**src/rtl/intc_pkg.sv**
```systemverilog
`timescale 1ns/1ps
package intc_pkg;
    typedef enum logic [1:0] {
        ST_IDLE = 2'd0,
        ST_PEND = 2'd1,
        ST_VEC  = 2'd2
    } ack_state_e;

    typedef enum logic {
        OP_MASK = 1'b0,
        OP_EOI  = 1'b1
    } cmd_op_e;
endpackage

```
**src/rtl/intc_pri_unit.sv**
```systemverilog
`timescale 1ns/1ps
module intc_pri_unit #(
    parameter int W        = 8,
    parameter bit HAS_CASC = 1'b0,
    parameter int CASC_POS = 2,
    localparam int IW      = $clog2(W)
) (
    input  logic          clk,
    input  logic          rst_n,
    input  logic [W-1:0]  req_lvl,
    input  logic          casc_in,
    input  logic          mask_we,
    input  logic [W-1:0]  mask_din,
    input  logic          eoi,
    input  logic          take,
    output logic          int_out,
    output logic [IW-1:0] win_idx
);
    localparam logic [W-1:0] CASC_BIT = HAS_CASC ? (W'(1) << CASC_POS) : '0;

    logic [W-1:0]  irr_q;
    logic [W-1:0]  imr_q;
    logic [W-1:0]  isr_q;
    logic [W-1:0]  isr_d;
    logic [W-1:0]  eff;
    logic [W-1:0]  pend;
    logic          win_any;
    logic          isr_any;
    logic [IW-1:0] isr_top;

    // level capture; the cascade slot is replaced by the live input
    always_ff @(posedge clk or negedge rst_n) begin
        if (!rst_n) irr_q <= '0;
        else        irr_q <= req_lvl;
    end

    always_comb begin
        eff  = (irr_q & ~CASC_BIT) | ({W{casc_in}} & CASC_BIT);
        pend = eff & ~imr_q;
    end

    // fixed priority pick, lowest index wins
    always_comb begin
        win_any = 1'b0;
        win_idx = '0;
        for (int i = W - 1; i >= 0; i--) begin
            if (pend[i]) begin
                win_any = 1'b1;
                win_idx = IW'(i);
            end
        end
    end

    always_comb begin
        isr_any = 1'b0;
        isr_top = '0;
        for (int i = W - 1; i >= 0; i--) begin
            if (isr_q[i]) begin
                isr_any = 1'b1;
                isr_top = IW'(i);
            end
        end
    end

    assign int_out = win_any && (!isr_any || (win_idx < isr_top));

    always_ff @(posedge clk or negedge rst_n) begin
        if (!rst_n)       imr_q <= '1;
        else if (mask_we) imr_q <= mask_din;
    end

    always_comb begin
        isr_d = isr_q;
        if (eoi && isr_any) isr_d[isr_top] = 1'b0;
        if (take)           isr_d[win_idx] = 1'b1;
    end

    always_ff @(posedge clk or negedge rst_n) begin
        if (!rst_n) isr_q <= '0;
        else        isr_q <= isr_d;
    end

    AST_MASK_BLOCKS: assert property (@(posedge clk) disable iff (!rst_n)
        int_out |-> !imr_q[win_idx]);
    AST_TAKE_SETS_SERVICE: assert property (@(posedge clk) disable iff (!rst_n)
        take |=> isr_q[$past(win_idx)]);
    AST_EOI_CLEARS_ONE: assert property (@(posedge clk) disable iff (!rst_n)
        (eoi && !take && (isr_q != '0)) |=> ($countones(isr_q) == $countones($past(isr_q)) - 1));
    AST_SERVICE_BLOCKS: assert property (@(posedge clk) disable iff (!rst_n)
        (int_out && isr_any) |-> (win_idx < isr_top));
endmodule

```
**src/rtl/intc_ack_fsm.sv**
```systemverilog
`timescale 1ns/1ps
module intc_ack_fsm
    import intc_pkg::*;
#(
    parameter int LW = 4
) (
    input  logic          clk,
    input  logic          rst_n,
    input  logic          any_int,
    input  logic          ack,
    input  logic [LW-1:0] line_in,
    output logic          cpu_irq,
    output logic          grant,
    output logic          vec_valid,
    output logic [LW-1:0] vec_line
);
    ack_state_e state_q, state_d;

    always_ff @(posedge clk or negedge rst_n) begin
        if (!rst_n) state_q <= ST_IDLE;
        else        state_q <= state_d;
    end

    always_comb begin
        state_d = state_q;
        unique case (state_q)
            ST_IDLE: if (any_int) state_d = ST_PEND;
            ST_PEND: begin
                if (!any_int)  state_d = ST_IDLE;
                else if (ack)  state_d = ST_VEC;
            end
            ST_VEC:  state_d = ST_IDLE;
            default: state_d = ST_IDLE;
        endcase
    end

    always_comb begin
        cpu_irq   = (state_q == ST_PEND);
        grant     = (state_q == ST_PEND) && ack && any_int;
        vec_valid = (state_q == ST_VEC);
    end

    always_ff @(posedge clk or negedge rst_n) begin
        if (!rst_n)     vec_line <= '0;
        else if (grant) vec_line <= line_in;
    end

    AST_VEC_ONE_CYCLE: assert property (@(posedge clk) disable iff (!rst_n)
        vec_valid |=> !vec_valid);
    AST_VEC_AFTER_ACK: assert property (@(posedge clk) disable iff (!rst_n)
        $rose(vec_valid) |-> ($past(ack) && $past(cpu_irq)));
    AST_DROP_RETIRES: assert property (@(posedge clk) disable iff (!rst_n)
        (cpu_irq && !any_int) |=> (!cpu_irq && !vec_valid));
endmodule

```
**src/rtl/cascade_intc.sv**
```systemverilog
`timescale 1ns/1ps
module cascade_intc
    import intc_pkg::*;
#(
    parameter int          UNIT_W   = 8,
    parameter int          CASC_POS = 2,
    parameter logic [7:0]  VEC_BASE = 8'h20
) (
    input  logic                clk,
    input  logic                rst_n,
    input  logic [2*UNIT_W-1:0] req_in,
    input  logic                cmd_valid,
    input  logic                cmd_op,
    input  logic                cmd_sel,
    input  logic [UNIT_W-1:0]   cmd_data,
    input  logic                ack,
    output logic                cpu_irq,
    output logic                vec_valid,
    output logic [7:0]          vec_out
);
    localparam int IW = $clog2(UNIT_W);
    localparam int LW = IW + 1;

    logic          lo_int, hi_int;
    logic [IW-1:0] lo_win, hi_win;
    logic          grant;
    logic          lo_take, hi_take;
    logic          lo_mask_we, hi_mask_we, lo_eoi, hi_eoi;
    logic [LW-1:0] line_sel, vec_line;

    always_comb begin
        lo_mask_we = cmd_valid && (cmd_op == OP_MASK) && !cmd_sel;
        hi_mask_we = cmd_valid && (cmd_op == OP_MASK) &&  cmd_sel;
        lo_eoi     = cmd_valid && (cmd_op == OP_EOI)  && !cmd_sel;
        hi_eoi     = cmd_valid && (cmd_op == OP_EOI)  &&  cmd_sel;
    end

    intc_pri_unit #(.W(UNIT_W), .HAS_CASC(1'b0), .CASC_POS(CASC_POS)) u_hi (
        .clk(clk), .rst_n(rst_n),
        .req_lvl(req_in[2*UNIT_W-1:UNIT_W]), .casc_in(1'b0),
        .mask_we(hi_mask_we), .mask_din(cmd_data),
        .eoi(hi_eoi), .take(hi_take),
        .int_out(hi_int), .win_idx(hi_win)
    );

    intc_pri_unit #(.W(UNIT_W), .HAS_CASC(1'b1), .CASC_POS(CASC_POS)) u_lo (
        .clk(clk), .rst_n(rst_n),
        .req_lvl(req_in[UNIT_W-1:0]), .casc_in(hi_int),
        .mask_we(lo_mask_we), .mask_din(cmd_data),
        .eoi(lo_eoi), .take(lo_take),
        .int_out(lo_int), .win_idx(lo_win)
    );

    always_comb begin
        if (lo_win == IW'(CASC_POS)) line_sel = {1'b1, hi_win};
        else                         line_sel = {1'b0, lo_win};
        lo_take = grant;
        hi_take = grant && (lo_win == IW'(CASC_POS));
    end

    intc_ack_fsm #(.LW(LW)) u_fsm (
        .clk(clk), .rst_n(rst_n),
        .any_int(lo_int), .ack(ack), .line_in(line_sel),
        .cpu_irq(cpu_irq), .grant(grant),
        .vec_valid(vec_valid), .vec_line(vec_line)
    );

    assign vec_out = VEC_BASE + 8'(vec_line);

    AST_SLAVE_NEEDS_SLOT: assert property (@(posedge clk) disable iff (!rst_n)
        hi_take |-> hi_int);
    AST_VEC_IN_RANGE: assert property (@(posedge clk) disable iff (!rst_n)
        vec_valid |-> ((vec_out - VEC_BASE) < 8'(2*UNIT_W)));
endmodule

```
**config.mk**
```make
export PLATFORM = sky130hd
export DESIGN_NAME = cascade_intc
export DESIGN_NICKNAME = d
export VERILOG_FILES = /design/src/rtl/intc_pkg.sv /design/src/rtl/intc_pri_unit.sv /design/src/rtl/intc_ack_fsm.sv /design/src/rtl/cascade_intc.sv
export SDC_FILE = /design/constraint.sdc
export NUM_CORES = 1
export LEC_CHECK = 0
export ABC_AREA = 1
export BUFFER_PORTS_ARGS = -buffer_cell sky130_fd_sc_hd__buf_2
export CAP_MARGIN = 40
export CELL_PAD_IN_SITES_DETAIL_PLACEMENT = 1
export CELL_PAD_IN_SITES_GLOBAL_PLACEMENT = 1
export CORE_UTILIZATION = 39
export CTS_BUF_LIST = sky130_fd_sc_hd__clkbuf_8
export DETAILED_ROUTE_END_ITERATION = 7
export GPL_TIMING_DRIVEN = 1
export PLACE_DENSITY_LB_ADDON = 0.1
export SYNTH_ARGS = -nofsm -noshare
export SYNTH_HDL_FRONTEND = slang
export SYNTH_SLANG_ARGS = --single-unit
```
**constraint.sdc**
```tcl
create_clock -name clk -period 2.65 [get_ports clk]
set_input_delay 0.1325 -clock clk [delete_from_list [all_inputs] [get_ports clk]]
set_output_delay 0.1325 -clock clk [all_outputs]
set_load 0.02 [all_outputs]
```
Word level (Yosys, flattened, before mapping)
Index checks and enable logic that the tools add are counted.

Register bits: 54. Input bits: 30. Output and inout port bits: 10.

Equality and inequality tests: 5. Mux-type cells: 81. Reduce and logical (&&, ||, !) cells: 24. Bitwise operators: 12. $add $sub $neg: 1. Order comparisons: 10.

Operators by type and width (number): $mux 3 (32); $mux 1 (36); $and 8x8->8 (4); $mux 8 (4); $not 8->8 (4); $logic_and 1x1->1 (17); $lt 3x4->1 const B (4); $or 8x8->8 (2); $demux 1 s3 (4); $ge 3x1->1 const B (4); $or 8x3->8 (1); $add 6x4->7 const A (1); $lt 3x3->1 (2); $mux 2 (3); $mux 4 (1); $pmux 2 s2 (1); $eq 3x2->1 const B (1); $logic_not 1->1 (3); $ne 3x3->1 const B (1); $eq 2x1->1 const B (1); $eq 2x2->1 const B (1); $logic_not 2->1 (1); $logic_or 1x1->1 (2); $ne 2x1->1 const B (1); other kinds (2) (2).

Depth between registers and ports, before layout
Gate-level depths: netlist of run 1.

Word-level depth: 29. Mapped depth: 24. Mapped depth without buffers: 24.

Hierarchy
A second synthesis of run 1 with hierarchy kept.

Cell total of the unflattened synthesis: 330. Area total of the unflattened synthesis: 2688.8 um^2.

By module, submodules not included: intc_pri_unit (u_hi) (area each 1182.4 um^2, cells each 137, instances 1, sequential area each 610.6 um^2); intc_pri_unit (u_lo) (area each 1121.1 um^2, cells each 136, instances 1, sequential area each 585.6 um^2); intc_ack_fsm (area each 251.5 um^2, cells each 30, instances 1, sequential area each 150.1 um^2); cascade_intc (area each 133.9 um^2, cells each 27, instances 1, sequential area each 0.0 um^2).

Worst setup path before layout of run 1
Ideal clock, no wire load.

Path kind: register -> register. Start point: register u_hi.isr_q[0]. End point: register u_fsm.vec_line[3]. Clock period less this slack: 2.857 ns. Required time: 2.526 ns. Stages on the path, launching flop included: 22. Path buffers: 0. Setup slack: -0.207 ns. Arrival: 2.733 ns. Cells stage by stage: dfrtp_1 nor4_1 inv_1 nor2_1 inv_1 ha_1 nand2_1 inv_1 nand2_1 nand2_1 nand2_1 nand2_2 nand3_1 nor2_2 ha_1 a21boi_1 nand2_1 nand2_2 a21boi_2 nand2_1 nand2_1 nand2_1.

Cells in the longest elaborated chain, start to end: 13.

RTL lines: from (decl) (line intc_pri_unit.sv:23) `logic [W-1:0] isr_q;`; from (signal assigned) (line intc_pri_unit.sv:80) `else isr_q <= isr_d;`; $mux 3 or $mux 1 (tied branches) (line intc_pri_unit.sv:58) `if (isr_q[i]) begin`; $lt 3x3->1 or $logic_not 1->1 (tied branches) (line intc_pri_unit.sv:65) `assign int_out = win_any && (!isr_any || (win_idx < isr_top));`; $logic_or 1x1->1 (*) (line intc_pri_unit.sv:65); $logic_and 1x1->1 (*) (line intc_pri_unit.sv:65); $or 8x3->8 (*) (line intc_pri_unit.sv:38) `eff = (irr_q & ~CASC_BIT) | ({W{casc_in}} & CASC_BIT);`; $and 8x8->8 (*) (line intc_pri_unit.sv:39) `pend = eff & ~imr_q;`; $mux 3 (3 in a row) (line intc_pri_unit.sv:47) `if (pend[i]) begin`; $lt 3x3->1 (line intc_pri_unit.sv:65); $logic_or 1x1->1 (line intc_pri_unit.sv:65); $logic_and 1x1->1 (line intc_pri_unit.sv:65); $logic_and 1x1->1 (line intc_ack_fsm.sv:39) `grant = (state_q == ST_PEND) && ack && any_int;`; to (signal assigned) (line intc_ack_fsm.sv:45) `else if (grant) vec_line <= line_in;`; to (decl) (line intc_ack_fsm.sv:15) `output logic [LW-1:0] vec_line`.

Mark *: on every way between the ends. The rest lies on a longest branch, timed or not. A chain may end at the register's enable or synchronous reset.

Worst setup path after layout of run 1
Start point: register u_hi.isr_q[5]. End point: register u_lo.isr_q[7].

Cells in the longest elaborated chain, start to end: 20.

RTL lines: $mux 3 or $mux 1 (tied branches) (6 in a row) (line intc_pri_unit.sv:58); $lt 3x3->1 or $logic_not 1->1 (tied branches) (line intc_pri_unit.sv:65); $logic_or 1x1->1 (*) (line intc_pri_unit.sv:65); $logic_and 1x1->1 (*) (line intc_pri_unit.sv:65); $or 8x3->8 (*) (line intc_pri_unit.sv:38); $and 8x8->8 (*) (line intc_pri_unit.sv:39); $mux 3 (3 in a row) (line intc_pri_unit.sv:47); $lt 3x4->1 (not written as such) or $ge 3x1->1 (tied branches) (line intc_pri_unit.sv:75) `if (take) isr_d[win_idx] = 1'b1;`; $logic_and 1x1->1 (not written as such) (line intc_pri_unit.sv:75); $mux 1 (not written as such) (line intc_pri_unit.sv:75); $demux 1 s3; $or 8x8->8 (no line); $mux 8 (*) (line intc_pri_unit.sv:75); named net u_lo.isr_d[7] (line intc_pri_unit.sv:24) `logic [W-1:0] isr_d;`; to (signal assigned) (line intc_pri_unit.sv:80); to (decl) (line intc_pri_unit.sv:23).

The timed path passes the listed nets; every way through them passes the cells marked *.

==> results of run 1 <==
[power groups by stage]
stage          registers [mW]  logic [mW]  clock network, mW
2_1_floorplan            1.15        1.00                  0
3_3_place_gp             1.13        1.57                  0
3_5_place_dp             1.14        1.63                  0
4_1_cts                  1.13        1.86              0.584
5_1_grt                  1.16        2.34              0.604
6_report                 1.14        2.13              0.570
[metrics by stage]
stage                     hold WS (ns)  setup TNS, ns
after floorplan                 -0.163          -1.01
after detailed placement         0.113          -5.86
after global placement           0.240          -4.33
final                          0.00361          -8.48
after global routing            0.0201         -12.75
after CTS                      0.00292          -3.73
[state kept, by name, indices dropped and copies added (netlist names)]
| name | flops |
|---|---|
| u_lo.irr_q | 7 |
| u_fsm.vec_line | 4 |
| u_fsm.state_q | 2 |
| u_hi.imr_q | 8 |
| u_hi.eff | 8 |
| u_lo.imr_q | 8 |
| u_hi.isr_q | 8 |
| u_lo.isr_q | 8 |
[synthesized netlist by cell type (3+ instances only)]
cell,instances
buf_4,4
nand2_2,7
inv_1,66
nand3_1,13
o21ai_0,25
dfstp_2,16
o31ai_1,4
nand4_1,3
nand2_1,89
nor3_1,7
a31oi_1,3
a21oi_1,7
o21bai_2,8
ha_1,3
nor2_1,38
dfrtp_1,37
[final timing paths]
path | endpoint | slack (ns) | cells after the start | from
max | u_lo.isr_q[7] | -0.45 | 23 | u_hi.isr_q[5]
min | u_fsm.state_q[0] | 0.004 | 2 | ack
max reg2reg | u_lo.isr_q[7] | -0.45 | 23 | u_hi.isr_q[5]
min reg2reg | u_fsm.state_q[0] | 0.46 | 1 | u_fsm.state_q[1]
max in group asynchronous | u_lo.imr_q[5] | 1.78 | 3 | rst_n
min in group asynchronous | u_hi.isr_q[6] | 0.30 | 2 | rst_n
[layer usage]
metal | global-route usage, % | share of wire [%] | wire [µm] | up-vias
met3 | 3.14 | 2.5 | 210 | 13
met2 | 45.7 | 55 | 4560 | 46
li1 | - | - | - | 1308
met4 | 6.21 | 1.6 | 130 | 0
met5 | 0 | 0 | 0 | -
met1 | 27.2 | 41 | 3450 | 1309
[critical path, delay by kind of cell, from the launching register on]
family | cells | cell delay (ns)
AO/OA/AOI/OAI | 2 | 0.38
adder cells (fa/ha/maj) | 2 | 0.49
buffers and inverters | 4 | 0.41
flip-flops | 1 | 0.40
AND/OR/NAND/NOR | 15 | 1.36
[kinds of logic (layout without fill, tap and decap cells)]
family | after synthesis | in the layout | share of synthesized area, %
and+or+nand+nor | 167 | 168 | 26.3
buffers and inverters | 75 | 180 | 10.9
DFF | 53 | 53 | 48.1
AOI/OAI and AO/OA | 54 | 54 | 13.0
other | 2 | 4 | 0.268
adders and majority gates | 3 | 3 | 1.34
[what timing repair did]
item	4_1_cts	5_1_grt
pin swaps	6	16
endpoints found under the setup margin	22	22
setup buffers	16	3
hold endpoints to repair	23	0
cloned	1	0
hold buffers	16	0
resized for setup	33	24
[final cells by class]
class | count | area share [%]
inverter | 67 | 6.29
timing repair buffer | 105 | 19.2
tap | 96 | 3.01
clock inverter | 3 | 1.06
clock buffer | 5 | 1.72
multi-input combinational | 229 | 35.0
sequential | 53 | 33.7
==> impl_metrics.toml, run 1 <==
[run_status]
status = "finished, violations left"
violations = "negative setup slack"

[floorplanning]
start_util_pct = 40.7
die_h_um = 86.7
num_rows = 30
ioPinCount = 40
die_w_um = 86.7
core-area_um2 = 6870
die_area_um2 = 7520

[detailed_routing]
vias = 2676
routed_via_density = 4.80
post_drt_wl_per_cell_um = 15.0
final_antenna_net_count = 0
routed_wl_um = 8350
drtPass1Iterations = 4
drc = 0
drtIter0Drc = 78

[final_layout]
final_common_cell = "nand2_1"
seqCellArea_um2 = 1350
area_delta_synth_final_pct = 42.8
nets = 494
diodes = 0
finish.utilization_pct = 58.2
fillers = 864
final_cell_area_um2 = 4000
final_layout_size_suffix_gt1_share_pct = 39.8
final_cell_count_no_fill = 558
mostFrequentLayoutCells = "73 x nand2_1, 59 x inv_1, 51 x buf_4"
multiInputGateArea_um2 = 1400

[timing]
skew_ns = 0.00726
fin_ws_ns = -0.448
timing.fmax_ghz = 0.323
finalHoldViolCount = 0
tightest_slew_ns = 0.623
rsz0062_at_grt = "true"
fin_crit_sh_pct = 117
period_needed_ns = 3.10
setup_viol = 22
slew_violations = 0
relSlewSlack_pct = 58.1

[clock_network]
cts_sinks = 53
clk_pin_slew_worst_paths_ns = 0.10
cts_tree = "built"
htree_levels = 2
cts_buffer_depth = 2
cts_root_buffer = "clkbuf_8"
insertion_delay_ns = 0.32
cts_buffers = 5

[setup_path]
crit_arrival_ns = 3.36
critPathKind = "register to register"
cp.required_ns = 2.91
critPathSlowestCell = "dfrtp_1"
critPathMaxStageDelay_ns = 0.40
critPathMaxFanout = 5
cp-start-kind = "register"
critPathCaptureType = "register"
path_cells = "nor2_2 -> inv_2 -> nor2_4 -> nor3_2 -> nor3_2 -> inv_1 -> ha_4 -> nand2_2 -> inv_2 -> nand2_2 -> nand2_1 -> nand2_1 -> nand2_2 -> nand3_2 -> nor2_4 -> ha_4 -> a21boi_1 -> nand2_1 -> nand2_2 -> a21boi_4 -> buf_6 -> nand3_2 -> nand2_1"

[yosys]
avgSynthCellArea_um2 = 7.90
yosys.area.top_type_share_pct = 33.1
yosysSeqAreaShare_pct = 48.1
synthTopCellsByArea = "dfrtp_1 33%, dfstp_2 15%, nand2_1 12%"
synth_area_um2 = 2800
yosysUniqueCellTypes = 34
ys_ff_latch = 53
ys.warnings.count = 0
synth_top_cell_by_area = "dfrtp_1"
synthesis.instances = 354
synth-edff-count = 0
async_flop_share_pct = 100
synth-main-ff-cell = "dfrtp_1"

[pwr]
internal-power_mw = 2.21
p_total_mw = 3.85
p_per_area_nw_per_um2 = 963
comb_power_share_pct = 55.5
switching_share_pct = 42.6
power.switching_mw = 1.64
pwr-share-clk_pct = 14.8
ir_worst_vdd_mv = 0.373
leakagePower_nw = 2.08
pwr-share-seq_pct = 29.7

[global_routing]
overflow = 0
grt_pass1_wl_um = 13400
track_usage_pct = 23.7
antenna_found_initial = 0
grt_max_degree = 27
grt_pass1_vias = 2879

[placed_design]
pre_cts_slack_ns = -0.316
dp_hpwl_um = 5720
io_buffers = 34
dpl_cell_area_um2 = 3350
dp.cells = 514
place.gp.congestion = 0.808

[flow_run]
cap_violations = 0

[worst_hold_path]
hold_path.class = "primary input to register"
Power figures use the tool's default switching activity.
==> run 2: changes to the inputs <==
CTS_BUF_LIST = sky130_fd_sc_hd__clkbuf_2 sky130_fd_sc_hd__clkbuf_4 sky130_fd_sc_hd__clkbuf_8   (was sky130_fd_sc_hd__clkbuf_8)
PLACE_DENSITY = 0.76   (was default)
PLACE_DENSITY_LB_ADDON = default   (was 0.1)
==> impl_metrics.toml, run 2 (synthesis gave the netlist of run 1 again) <==
[run_status]
status = "finished, violations left"
violations = "negative setup slack"

[detailed_routing]
drtPass1Iterations = 4
post_drt_wl_per_cell_um = 15.3
routed_via_density = 4.78
vias = 2643
drtIter0Drc = 91
routed_wl_um = 8490
drc = 0
final_antenna_net_count = 0

[final_layout]
mostFrequentLayoutCells = "80 x nand2_1, 60 x inv_1, 48 x buf_4"
nets = 489
finish.utilization_pct = 56.4
final_common_cell = "nand2_1"
diodes = 0
multiInputGateArea_um2 = 1340
area_delta_synth_final_pct = 38.6
fillers = 836
final_layout_size_suffix_gt1_share_pct = 36.8
seqCellArea_um2 = 1350

[placed_design]
io_buffers = 34
dp_hpwl_um = 5690
pre_cts_slack_ns = -0.313
place.gp.congestion = 0.824

[timing]
rsz0062_at_grt = "true"
period_needed_ns = 3.07
tightest_slew_ns = 0.613
whs_ns = 0.00674
slew_violations = 0
relSlewSlack_pct = 59.0
setup_viol = 22
fin_crit_sh_pct = 116
skew_ns = 0.00528
fin_ws_ns = -0.418
timing.fmax_ghz = 0.326
finalHoldViolCount = 0

[clock_network]
cts_buffers = 5
clk_pin_slew_worst_paths_ns = 0.10
cts_root_buffer = "clkbuf_8"
cts_sinks = 53
cts_buffer_depth = 2
insertion_delay_ns = 0.31
htree_levels = 2
cts_tree = "built"

[global_routing]
grt_pass1_wl_um = 12900
grt_pass1_vias = 2744
antenna_found_initial = 0
grt_max_degree = 27
overflow = 0
track_usage_pct = 22.5

[worst_hold_path]
min_to = "u_fsm.state_q[0]"
worstHoldPathCells = 2
min_from = "ack"
hold_path.class = "primary input to register"

[setup_path]
critPathCaptureType = "register"
rr_endpoint = "u_lo.isr_q[5]"
cp.required_ns = 2.91
cp_top_family = "simple AND/OR/NAND/NOR gates"
cp-start-kind = "register"
r2r_slack_ns = -0.42
crit_arrival_ns = 3.33
critPathKind = "register to register"
critPathMaxFanout = 8
critPathMaxStageDelay_ns = 0.55
rr_startpoint = "u_hi.imr_q[3]"
path_cells = "inv_1 -> nand2_1 -> nand2_2 -> nor2_4 -> inv_2 -> nor2_4 -> ha_4 -> nand2_2 -> inv_2 -> nand2_1 -> nand2_1 -> nand2_1 -> nand2_2 -> nand3_2 -> nor2_4 -> ha_1 -> a21boi_2 -> nand2_1 -> nand2_2 -> a21boi_4 -> buf_6 -> nand3_1 -> nand2_1"
critPathSlowestCell = "dfstp_2"
rr_worst_depth = 23
cp_common_cell = "nand2_1"
critical_path_buf_inv_count = 4

[pwr]
p_total_mw = 3.69
leakagePower_nw = 2.05
p_per_area_nw_per_um2 = 952
ir_worst_vdd_mv = 0.349

[floorplanning]
die_h_um = 86.7
die_w_um = 86.7
num_rows = 30
start_util_pct = 40.7
die_area_um2 = 7520
ioPinCount = 40
core-area_um2 = 6870

[flow_run]
cap_violations = 0
[run 2: repair_timing]
action,in CTS,in global routing
pin swaps,10,19
gates resized for setup,9,32
gates cloned,1,0
buffers inserted,10,6
endpoints found under the hold margin,30,0
hold buffers,16,0
setup endpoints to repair,22,22
[run 2: report_power, final]
group | switching (mW) | total (mW) | internal (mW)
Combinational | 1.18 | 2.04 | 0.860
Clock | 0.295 | 0.513 | 0.218
Sequential | 0.133 | 1.14 | 1.01
Total | 1.60 | 3.69 | 2.09
[run 2: through the flow]
step | setup TNS [ns] | std cells | area [µm²]
after floorplan | -1.01 | 356 | 2830
after global placement | -4.24 | 511 | 3310
after detailed placement | -5.94 | 512 | 3330
after CTS | -5.19 | 547 | 3710
after global routing | -12.69 | 553 | 3880
final | -7.96 | 553 | 3880
[run 2: per-layer routing]
metal / vias up / GRT usage [%] / share of wire, %
met5: - / 0 / 0
li1: 1296 / - / -
met2: 53 / 41.8 / 54
met3: 11 / 3.24 / 2.4
met1: 1283 / 27.4 / 42
met4: 0 / 5.61 / 1.1
[run 2: worst max-delay path by stage]
stage / start / cells past startpoint / endpoint / slack (ns)
floorplan: u_hi.imr_q[0] / 21 / u_fsm.vec_line[0] / -0.06
global placement: u_hi.imr_q[0] / 20 / u_hi.isr_q[1] / -0.25
global route: u_hi.isr_q[4] / 23 / u_fsm.vec_line[1] / -0.64
CTS: u_hi.isr_q[3] / 21 / u_lo.isr_q[3] / -0.28
finish: u_hi.imr_q[3] / 23 / u_lo.isr_q[5] / -0.42
detailed placement: u_hi.imr_q[3] / 21 / u_lo.isr_q[0] / -0.31
[run 2: cell type report]
class	instances	share of cell area, %
flip-flops and latches	53	34.7
multi-input cells	229	34.5
repair buffers	100	18.6
inverters	67	6.49
well taps	96	3.10
clock buffers	6	2.13
clock inverters	2	0.452
[run 2: worst register-to-register path: cells and delay by family, from the launching register on]
family / cells / cell delay, ns
flops: 1 / 0.55
simple gates: 15 / 1.27
compound gates: 2 / 0.37
fa+ha+maj: 2 / 0.49
buf+inv: 4 / 0.33
==> run 3: changes to the inputs <==
CELL_PAD_IN_SITES_DETAIL_PLACEMENT = default   (was 1)
CELL_PAD_IN_SITES_GLOBAL_PLACEMENT = default   (was 1)
CORE_UTILIZATION = 42   (was 39)
PLACE_DENSITY = 0.63   (was 0.76)
==> impl_metrics.toml, run 3 (synthesis gave the netlist of run 1 again) <==
[run_status]
status = "finished, violations left"
violations = "negative setup slack"

[floorplanning]
start_util_pct = 43.8
ioPinCount = 40
die_h_um = 83.6
core-area_um2 = 6390
die_w_um = 83.6
die_area_um2 = 6990
num_rows = 29

[pwr]
internal-power_mw = 2.14
leakagePower_nw = 2.11
switching_share_pct = 40.3
pwr-share-clk_pct = 16.6
p_per_area_nw_per_um2 = 911
pwr-share-seq_pct = 31.6
power.switching_mw = 1.44
p_total_mw = 3.58
comb_power_share_pct = 51.8
ir_worst_vdd_mv = 0.460

[timing]
fin_crit_sh_pct = 108
setup_viol = 22
fin_ws_ns = -0.214
slew_violations = 0
tightest_slew_ns = 0.677
relSlewSlack_pct = 54.5
finalHoldViolCount = 0
whs_ns = 0.00439
rsz0062_at_grt = "true"
timing.fmax_ghz = 0.349
skew_ns = 0.0201
period_needed_ns = 2.86

[final_layout]
mostFrequentLayoutCells = "84 x nand2_1, 62 x inv_1, 62 x buf_4"
final_cell_area_um2 = 3930
nets = 504
area_delta_synth_final_pct = 40.5
final_layout_size_suffix_gt1_share_pct = 36.0
final_common_cell = "nand2_1"
diodes = 0

[detailed_routing]
drtIter0Drc = 152
drc = 0
drtPass1Iterations = 4
vias = 2613
routed_via_density = 4.76
routed_wl_um = 6650
final_antenna_net_count = 0
post_drt_wl_per_cell_um = 12.1

[clock_network]
cts_tree = "built"
cts_buffers = 5
insertion_delay_ns = 0.33
cts_root_buffer = "clkbuf_8"
cts_sinks = 53
clk_pin_slew_worst_paths_ns = 0.12
htree_levels = 2
cts_buffer_depth = 2

[setup_path]
critPathCaptureType = "register"
crit_arrival_ns = 3.13
rr_startpoint = "u_hi.imr_q[3]"
rr_endpoint = "u_hi.isr_q[7]"
rr_worst_depth = 20
r2r_slack_ns = -0.21
critPathKind = "register to register"
critPathMaxFanout = 2
cp-start-kind = "register"
cp.required_ns = 2.92

[global_routing]
antenna_found_initial = 0
grt_pass1_vias = 2600
overflow = 0
track_usage_pct = 20.7
grt_max_degree = 26
grt_pass1_wl_um = 11500

[worst_hold_path]
min_to = "u_fsm.state_q[0]"
hold_path.class = "primary input to register"
worstHoldPathCells = 2
min_from = "ack"

[flow_run]
cap_violations = 0

[placed_design]
dp_hpwl_um = 4660
io_buffers = 34
place.gp.congestion = 0.852
pre_cts_slack_ns = -0.239
dpl_cell_area_um2 = 3330
run 3: per-stage QoR:
stage	utilization, %	cells	setup TNS, ns
3_5_place_dp	52.1	495	-4.36
2_1_floorplan	-	356	-1.01
3_3_place_gp	51.7	494	-3.60
6_report	61.6	549	-3.49
4_1_cts	60.1	544	-3.46
5_1_grt	61.6	549	-8.44
run 3: power groups by stage:
stage	clock network [mW]	logic [mW]	registers, mW
after floorplan	0	1.00	1.15
after global placement	0	1.55	1.13
after detailed placement	0	1.59	1.13
after CTS	0.593	1.78	1.12
after global routing	0.632	2.06	1.15
final	0.594	1.85	1.13
run 3: metal layers:
layer | global-route usage (%) | vias up | wire length (µm)
met5 | 0 | - | 0
met4 | 8.78 | 0 | 195
met3 | 3.96 | 16 | 240
met2 | 36.8 | 61 | 3330
met1 | 24.4 | 1203 | 2880
li1 | - | 1333 | -
run 3: repair_timing:
action,4_1_cts,5_1_grt
setup buffers,24,5
hold buffers,16,0
resized for setup,8,16
endpoints found under the hold margin,30,0
cloned,1,0
pin swaps,9,12
setup endpoints to repair,22,22
run 3: worst max-delay path, cell delays in order, from the launching register on:
cell and delay [ns]:
dfstp_2 0.55, inv_1 0.04, nand2_1 0.09, nand2_2 0.09, nor2_4 0.14, inv_2 0.05, buf_4 0.12, buf_4 0.12
buf_4 0.13, buf_4 0.12, buf_4 0.12, buf_4 0.12, buf_4 0.13, buf_4 0.12, buf_4 0.12, buf_4 0.13
buf_4 0.12, buf_4 0.12, nor2_1 0.15, nand2_1 0.10, o21bai_2 0.14
run 3: how the worst max path moves through the flow:
stage               depth (start not counted)           endpoint     startpoint
floorplan                                  21  u_fsm.vec_line[0]  u_hi.imr_q[0]
global placement                           21      u_lo.isr_q[7]  u_hi.imr_q[0]
detailed placement                         21      u_lo.isr_q[6]  u_hi.imr_q[0]
CTS                                        21      u_lo.isr_q[6]  u_hi.imr_q[0]
global route                               23      u_lo.isr_q[1]  u_hi.isr_q[4]
finish                                     20      u_hi.isr_q[7]  u_hi.imr_q[3]
run 3: final cells by class:
type                       instances  area [µm²]
fill                             570        2450
sequential                        53        1350
multi-input combinational        229        1270
timing repair buffer             115         846
inverter                          67         251
tap                               77        96.3
clock buffer                       5        68.8
clock inverter                     3        47.5
